<file path="src/rtl/ofmt_pkg.sv">
package ofmt_pkg;

    typedef enum logic [2:0] {
        SRC_LIVE   = 3'd0,
        SRC_ZERO   = 3'd1,
        SRC_ONES   = 3'd2,
        SRC_TOGGLE = 3'd3,
        SRC_RAMP   = 3'd4,
        SRC_CUSTOM = 3'd5
    } src_state_e;

    // Maps the select field to a source; the spare codes fall back to live data.
    function automatic src_state_e decode_sel(input logic [2:0] sel);
        src_state_e s;
        unique case (sel)
            3'd1:    s = SRC_ZERO;
            3'd2:    s = SRC_ONES;
            3'd3:    s = SRC_TOGGLE;
            3'd4:    s = SRC_RAMP;
            3'd5:    s = SRC_CUSTOM;
            default: s = SRC_LIVE;
        endcase
        return s;
    endfunction

endpackage

</file>
<file path="src/rtl/ofmt_live_path.sv">
module ofmt_live_path #(
    parameter int W = 16
) (
    input  logic [W-1:0] raw,
    input  logic         pos_ovr,
    input  logic         neg_ovr,
    input  logic         fmt_ob,
    output logic [W-1:0] word,
    output logic         range_hit
);
    localparam logic [W-1:0] OB_MAX = {W{1'b1}};
    localparam logic [W-1:0] OB_MIN = {W{1'b0}};
    localparam logic [W-1:0] TC_MAX = {1'b0, {(W-1){1'b1}}};
    localparam logic [W-1:0] TC_MIN = {1'b1, {(W-1){1'b0}}};

    always_comb begin
        range_hit = pos_ovr | neg_ovr;
        if (pos_ovr) begin
            word = fmt_ob ? OB_MAX : TC_MAX;
        end else if (neg_ovr) begin
            word = fmt_ob ? OB_MIN : TC_MIN;
        end else if (fmt_ob) begin
            word = raw;
        end else begin
            word = {~raw[W-1], raw[W-2:0]};
        end
    end

endmodule

</file>
<file path="src/rtl/ofmt_pattern_fsm.sv">
module ofmt_pattern_fsm
    import ofmt_pkg::*;
#(
    parameter int W = 16
) (
    input  logic           clk,
    input  logic           rst_n,
    input  logic           adv,
    input  logic [2:0]     pat_sel,
    input  logic [W/2-1:0] cust_hi,
    input  logic [W/2-1:0] cust_lo,
    output src_state_e     src_now,
    output logic [W-1:0]   pat_word
);
    localparam int HALF = W / 2;

    // Seed word of the toggle pattern: odd bit positions set.
    function automatic logic [W-1:0] toggle_seed();
        logic [W-1:0] v;
        for (int i = 0; i < W; i++) begin
            v[i] = (i % 2) == 1;
        end
        return v;
    endfunction

    localparam logic [W-1:0] TOG_SEED = toggle_seed();

    src_state_e   state_q;
    logic [W-1:0] ramp_q;
    logic [W-1:0] tog_q;

    assign src_now = decode_sel(pat_sel);

    // State register and pattern registers move only on a strobe.
    always_ff @(posedge clk) begin
        if (!rst_n) begin
            state_q <= SRC_LIVE;
            ramp_q  <= '0;
            tog_q   <= '0;
        end else if (adv) begin
            state_q <= src_now;
            if (src_now == SRC_RAMP) begin
                ramp_q <= pat_word + W'(1);
            end
            if (src_now == SRC_TOGGLE) begin
                tog_q <= pat_word;
            end
        end
    end

    // Pattern word for the sample now being strobed.
    always_comb begin
        unique case (src_now)
            SRC_ZERO:   pat_word = '0;
            SRC_ONES:   pat_word = '1;
            SRC_CUSTOM: pat_word = {cust_hi[HALF-1:0], cust_lo[HALF-1:0]};
            SRC_TOGGLE: pat_word = (state_q == SRC_TOGGLE) ? ~tog_q : TOG_SEED;
            SRC_RAMP:   pat_word = (state_q == SRC_RAMP) ? ramp_q : '0;
            default:    pat_word = '0;
        endcase
    end


    toggle_enter_chk: assert property (@(posedge clk) disable iff (!rst_n)
        adv && (src_now == SRC_TOGGLE) && (state_q != SRC_TOGGLE) |=> tog_q == TOG_SEED);


    ramp_enter_chk: assert property (@(posedge clk) disable iff (!rst_n)
        adv && (src_now == SRC_RAMP) && (state_q != SRC_RAMP) |=> ramp_q == W'(1));

endmodule

</file>
<file path="src/rtl/sample_out_formatter.sv">
module sample_out_formatter
    import ofmt_pkg::*;
#(
    parameter int W = 16
) (
    input  logic           clk,
    input  logic           rst_n,
    input  logic           smp_vld,
    input  logic [W-1:0]   smp_data,
    input  logic           ovr_pos,
    input  logic           ovr_neg,
    input  logic           fmt_ob,
    input  logic [2:0]     pat_sel,
    input  logic [W/2-1:0] cust_lo,
    input  logic [W/2-1:0] cust_hi,
    output logic [W-1:0]   out_word,
    output logic           out_vld,
    output logic           out_ovr
);
    localparam logic [W-1:0] OB_MAX = {W{1'b1}};
    localparam logic [W-1:0] TC_MAX = {1'b0, {(W-1){1'b1}}};
    localparam logic [W-1:0] TC_MIN = {1'b1, {(W-1){1'b0}}};

    logic [W-1:0] live_word;
    logic         live_hit;
    logic [W-1:0] pat_word;
    src_state_e   src_now;

    ofmt_live_path #(.W(W)) u_live (
        .raw       (smp_data),
        .pos_ovr   (ovr_pos),
        .neg_ovr   (ovr_neg),
        .fmt_ob    (fmt_ob),
        .word      (live_word),
        .range_hit (live_hit)
    );

    ofmt_pattern_fsm #(.W(W)) u_pat (
        .clk      (clk),
        .rst_n    (rst_n),
        .adv      (smp_vld),
        .pat_sel  (pat_sel),
        .cust_hi  (cust_hi),
        .cust_lo  (cust_lo),
        .src_now  (src_now),
        .pat_word (pat_word)
    );

    always_ff @(posedge clk) begin
        if (!rst_n) begin
            out_word <= '0;
            out_vld  <= 1'b0;
            out_ovr  <= 1'b0;
        end else begin
            out_vld <= smp_vld;
            if (smp_vld) begin
                out_word <= (src_now == SRC_LIVE) ? live_word : pat_word;
                out_ovr  <= (src_now == SRC_LIVE) && live_hit;
            end
        end
    end


    vld_follow_chk: assert property (@(posedge clk) disable iff (!rst_n)
        smp_vld |=> out_vld);


    idle_hold_chk: assert property (@(posedge clk) disable iff (!rst_n)
        !smp_vld |=> !out_vld && $stable(out_word) && $stable(out_ovr));


    ovr_code_chk: assert property (@(posedge clk) disable iff (!rst_n)
        out_ovr |-> (out_word == OB_MAX) || (out_word == '0)
                    || (out_word == TC_MAX) || (out_word == TC_MIN));


    pattern_no_ovr_chk: assert property (@(posedge clk) disable iff (!rst_n)
        smp_vld && (src_now != SRC_LIVE) |=> !out_ovr);


    toggle_flip_chk: assert property (@(posedge clk) disable iff (!rst_n)
        (smp_vld && src_now == SRC_TOGGLE) ##1 (smp_vld && src_now == SRC_TOGGLE)
        |=> out_word == ~$past(out_word));


    ramp_step_chk: assert property (@(posedge clk) disable iff (!rst_n)
        (smp_vld && src_now == SRC_RAMP) ##1 (smp_vld && src_now == SRC_RAMP)
        |=> out_word == $past(out_word) + W'(1));

endmodule

</file>
<file path="config.mk">
export PLATFORM = sky130hd
export DESIGN_NAME = sample_out_formatter
export DESIGN_NICKNAME = d
export VERILOG_FILES = /design/src/rtl/ofmt_pkg.sv /design/src/rtl/ofmt_live_path.sv /design/src/rtl/ofmt_pattern_fsm.sv /design/src/rtl/sample_out_formatter.sv
export SDC_FILE = /design/constraint.sdc
export NUM_CORES = 1
export LEC_CHECK = 0
export ABC_AREA = 1
export BUFFER_PORTS_ARGS = -buffer_cell sky130_fd_sc_hd__buf_2
export CORE_MARGIN = 2
export CORE_UTILIZATION = 61
export DETAILED_ROUTE_END_ITERATION = 6
export PLACE_DENSITY = 0.94
export RECOVER_POWER = 50
export SKIP_LAST_GASP = 1
export SYNTH_ARGS = -nofsm -noshare
export SYNTH_HDL_FRONTEND = slang
export SYNTH_HIERARCHICAL = 1
export SYNTH_SLANG_ARGS = --single-unit
export TNS_END_PERCENT = 10
</file>
<file path="constraint.sdc">
create_clock -name clk -period 4.79 [get_ports clk]
set_input_delay 0.7185 -clock clk [delete_from_list [all_inputs] [get_ports clk]]
set_output_delay 0.7185 -clock clk [all_outputs]
set_load 0.05 [all_outputs]
</file>
==> flow_summary.json <==
{
  "synthTopCellsByCount": "nand2_1 (128), inv_1 (83), nor2_1 (66), dfxtp_1 (53), o21ai_0 (45)",
  "setup_viol": 0,
  "hold_class": "reg2reg",
  "postRouteAntennaNets": 0,
  "grt_pass1_wl_mm": 14.90,
  "synthArstFlopShare_pct": 0,
  "cts_root_buf": "clkbuf_8",
  "hpwl_mm": 6.579,
  "p_leak_uw": 0.001975,
  "cap_violations": 1,
  "dp_cells": 665,
  "final.setup.worst_slack_ns": 2.136,
  "crit_required_ns": 5.05,
  "synth-xor-area-share_pct": 0.9842,
  "drc": 0,
  "skew_ns": 0.006425,
  "crit_fanout": 41,
  "synth_fa_ha_area_share_pct": 0.3515,
  "ys_ff_latch": 53,
  "synth_top_family_by_area": "simple AND/OR/NAND/NOR gates",
  "row_count": 27,
  "ys_warn_count": 6,
  "drtPass1Iterations": 5,
  "finalNetCount": 642,
  "hp-start": "u_pat/tog_q[7]",
  "fp.dieArea_um2": 6463,
  "die_y_um": 80.39,
  "setup.worst_path.start": "rst_n",
  "netlist_instances": 562,
  "synth_simple_gate_area_share_pct": 38.56,
  "p_sw_uw": 328.9,
  "synth_compound_area_share_pct": 15.54,
  "antenna_found_initial": 0,
  "seqPwrFrac_pct": 44.5,
  "ios": 59,
  "num-fill-cells": 488,
  "slew_viol_final": 42,
  "syn_avg_cell_area_um2": 6.334,
  "clk_latency_ns": 0.32,
  "hold_violations": 0,
  "yosysMostFrequentCell": "nand2_1",
  "path_buf_inv": 3,
  "die_x_um": 80.39,
  "ctsHoldBuffers": 0,
  "power.share.clock_pct": 33.9,
  "relSlewSlack_pct": -4.295,
  "tritoncts": "yes",
  "core_um2": 5574,
  "yosys.area.top_type": "dfxtp_1",
  "cts.clk_slew.worst_paths_ns": 0.10,
  "fin_setup_tns_ns": 0,
  "reg2reg_from": "u_pat/state_q[0]",
  "routedWlPerCell_um": 13.53,
  "instances_no_fill": 673,
  "synth_top_area_share_pct": 29.81,
  "synthFlopType": "dfxtp_1",
  "synth.mux.area_fraction_pct": 0,
  "drt-initial-drc-count": 418,
  "crit_chain": "clkbuf_1 > inv_1 > a21oi_1 > o21ai_0 > inv_1",
  "place_ws_ns": 1.933,
  "areaGrowthSynthToFinish_pct": 9.244,
  "syn-num-nets": 604,
  "pwr-share-comb_pct": 21.6,
  "p_int_uw": 735.0,
  "critPathLaunchType": "primary input",
  "p_total_uw": 1064,
  "cts_setup_buffers": 0,
  "slowest_delay_ns": 1.11,
  "cts_buffer_depth": 2,
  "ys_seq_area_share_pct": 29.81,
  "gr-total-overflow": 0,
  "ys_top_cells_by_area": "dfxtp_1 (30%), nand2_1 (13%), inv_1 (8.8%)",
  "cts_inserted_buffers": 5,
  "routabilityCongestion": 0.9336,
  "grt_use_total_pct": 29.53,
  "synth_area_um2": 3560,
  "vias_per_cell": 5.498,
  "post_cts_resized": 0,
  "synth_cell_type_count": 35,
  "violations": "max-capacitance violations, max-slew violations",
  "path_class": "in2reg",
  "crit_slowest_cell": "clkbuf_1",
  "diodes": 0,
  "postRouteWirelength_mm": 9.104,
  "netSwitchingFraction_pct": 30.92,
  "critPathCaptureType": "register",
  "holdWs_ns": 0.4754,
  "htreeDepth": 2,
  "power_density_nw_per_um2": 273.6,
  "drive_gt1_share_pct": 14.98,
  "num_vias": 3700,
  "first_global_vias": 3283,
  "cts_sinks": 53,
  "synth-edff-count": 0,
  "status": "finished, violations left",
  "min_period_over_period_pct": 55.41,
  "worst_pin_slew_ns": 1.564,
  "start_util_pct": 63.86,
  "portBuffers": 58,
  "fin_crit_ns": 2.654,
  "cp_top_family": "buffers and inverters",
  "worstPathArrival_ns": 2.92,
  "grt_setup_unrepaired": "false",
  "grt_max_degree": 42,
  "crit_top_cell": "inv_1",
  "peakVddDrop_mv": 0.2631,
  "fmax_mhz": 376.8
}
metrics by stage:
| stage | instance area [um^2] | utilization, % |
|---|---|---|
| after floorplan | 3560 | - |
| after global placement | 3779 | 67.79 |
| after detailed placement | 3779 | 67.79 |
| after CTS | 3913 | 70.19 |
| after global routing | 3889 | 69.76 |
| final | 3889 | 69.76 |
power groups by stage:
stage / Clock [uW] / Sequential, uW / Combinational (uW)
6_report: 361 / 474 / 229
5_1_grt: 384 / 476 / 253
4_1_cts: 365 / 473 / 230
3_5_place_dp: 0 / 484 / 229
3_3_place_gp: 0 / 482 / 224
2_1_floorplan: 0 / 521 / 138
tightest hold or removal path: stages, from the launching register on:
cell      delay (ns)
dfxtp_1         0.31
inv_1           0.06
a211oi_1        0.06
layout make-up:
| type | instances | area, um^2 | share of cell area (%) |
|---|---|---|---|
| Clock buffer | 5 | 68.82 | 1.770 |
| Clock inverter | 3 | 65.06 | 1.673 |
| Inverter | 93 | 356.6 | 9.170 |
| Multi-Input combinational cell | 388 | 1973 | 50.74 |
| Sequential cell | 53 | 1061 | 27.28 |
| Tap cell | 72 | 90.09 | 2.317 |
| Timing Repair Buffer | 59 | 274.0 | 7.046 |
state kept, by name, indices dropped and copies added (netlist names):
| register | flops |
|---|---|
| out_word | 16 |
| out_ovr | 1 |
| u_pat/ramp_q | 16 |
| u_pat/tog_q | 16 |
| out_vld | 1 |
| u_pat/state_q | 3 |
logic make-up (layout without fill, tap and decap cells):
family / count (synthesis) / after routing
AOI/OAI and AO/OA: 103 / 103
xor gates and xnor gates: 4 / 4
adders and majority gates: 1 / 1
buffers and inverters: 121 / 160
DFF: 53 / 53
and+or+nand+nor: 280 / 280
layer usage:
layer / share of wire (%) / up-vias / GRT usage (%) / wire [um]
met4: 2.5 / 0 / 12.03 / 224
met2: 49 / 155 / 49.25 / 4428
li1: - / 1846 / - / -
met5: 0 / - / 0 / 0
met1: 41 / 1669 / 38.81 / 3776
met3: 7.4 / 30 / 3.146 / 676
path summary, 6_finish.rpt:
path                            slack [ns]          endpoint  depth (start not counted)
worst max register to register        2.64  u_pat/ramp_q[12]                         13
worst min-delay path                  0.48    u_pat/tog_q[7]                          2
worst max-delay path                  2.14    u_pat/tog_q[9]                          5
worst min register to register        0.48    u_pat/tog_q[7]                          2
cell usage in the layout, fill, tap and decap left out, drive strengths merged, types with 2 or more instances in the layout:
| master | instances |
|---|---|
| o21a | 7 |
| clkbuf | 24 |
| bufinv | 2 |
| nand4 | 15 |
| nor3 | 3 |
| a211oi | 2 |
| a21oi | 35 |
| xor2 | 3 |
| o21ai | 53 |
| nand3b | 4 |
| dfxtp | 53 |
| inv | 92 |
| clkinv | 2 |
| nand2 | 134 |
| o21bai | 5 |
| nor2 | 73 |
| buf | 40 |
| nand3 | 51 |
(Power assumes the default switching activity.)
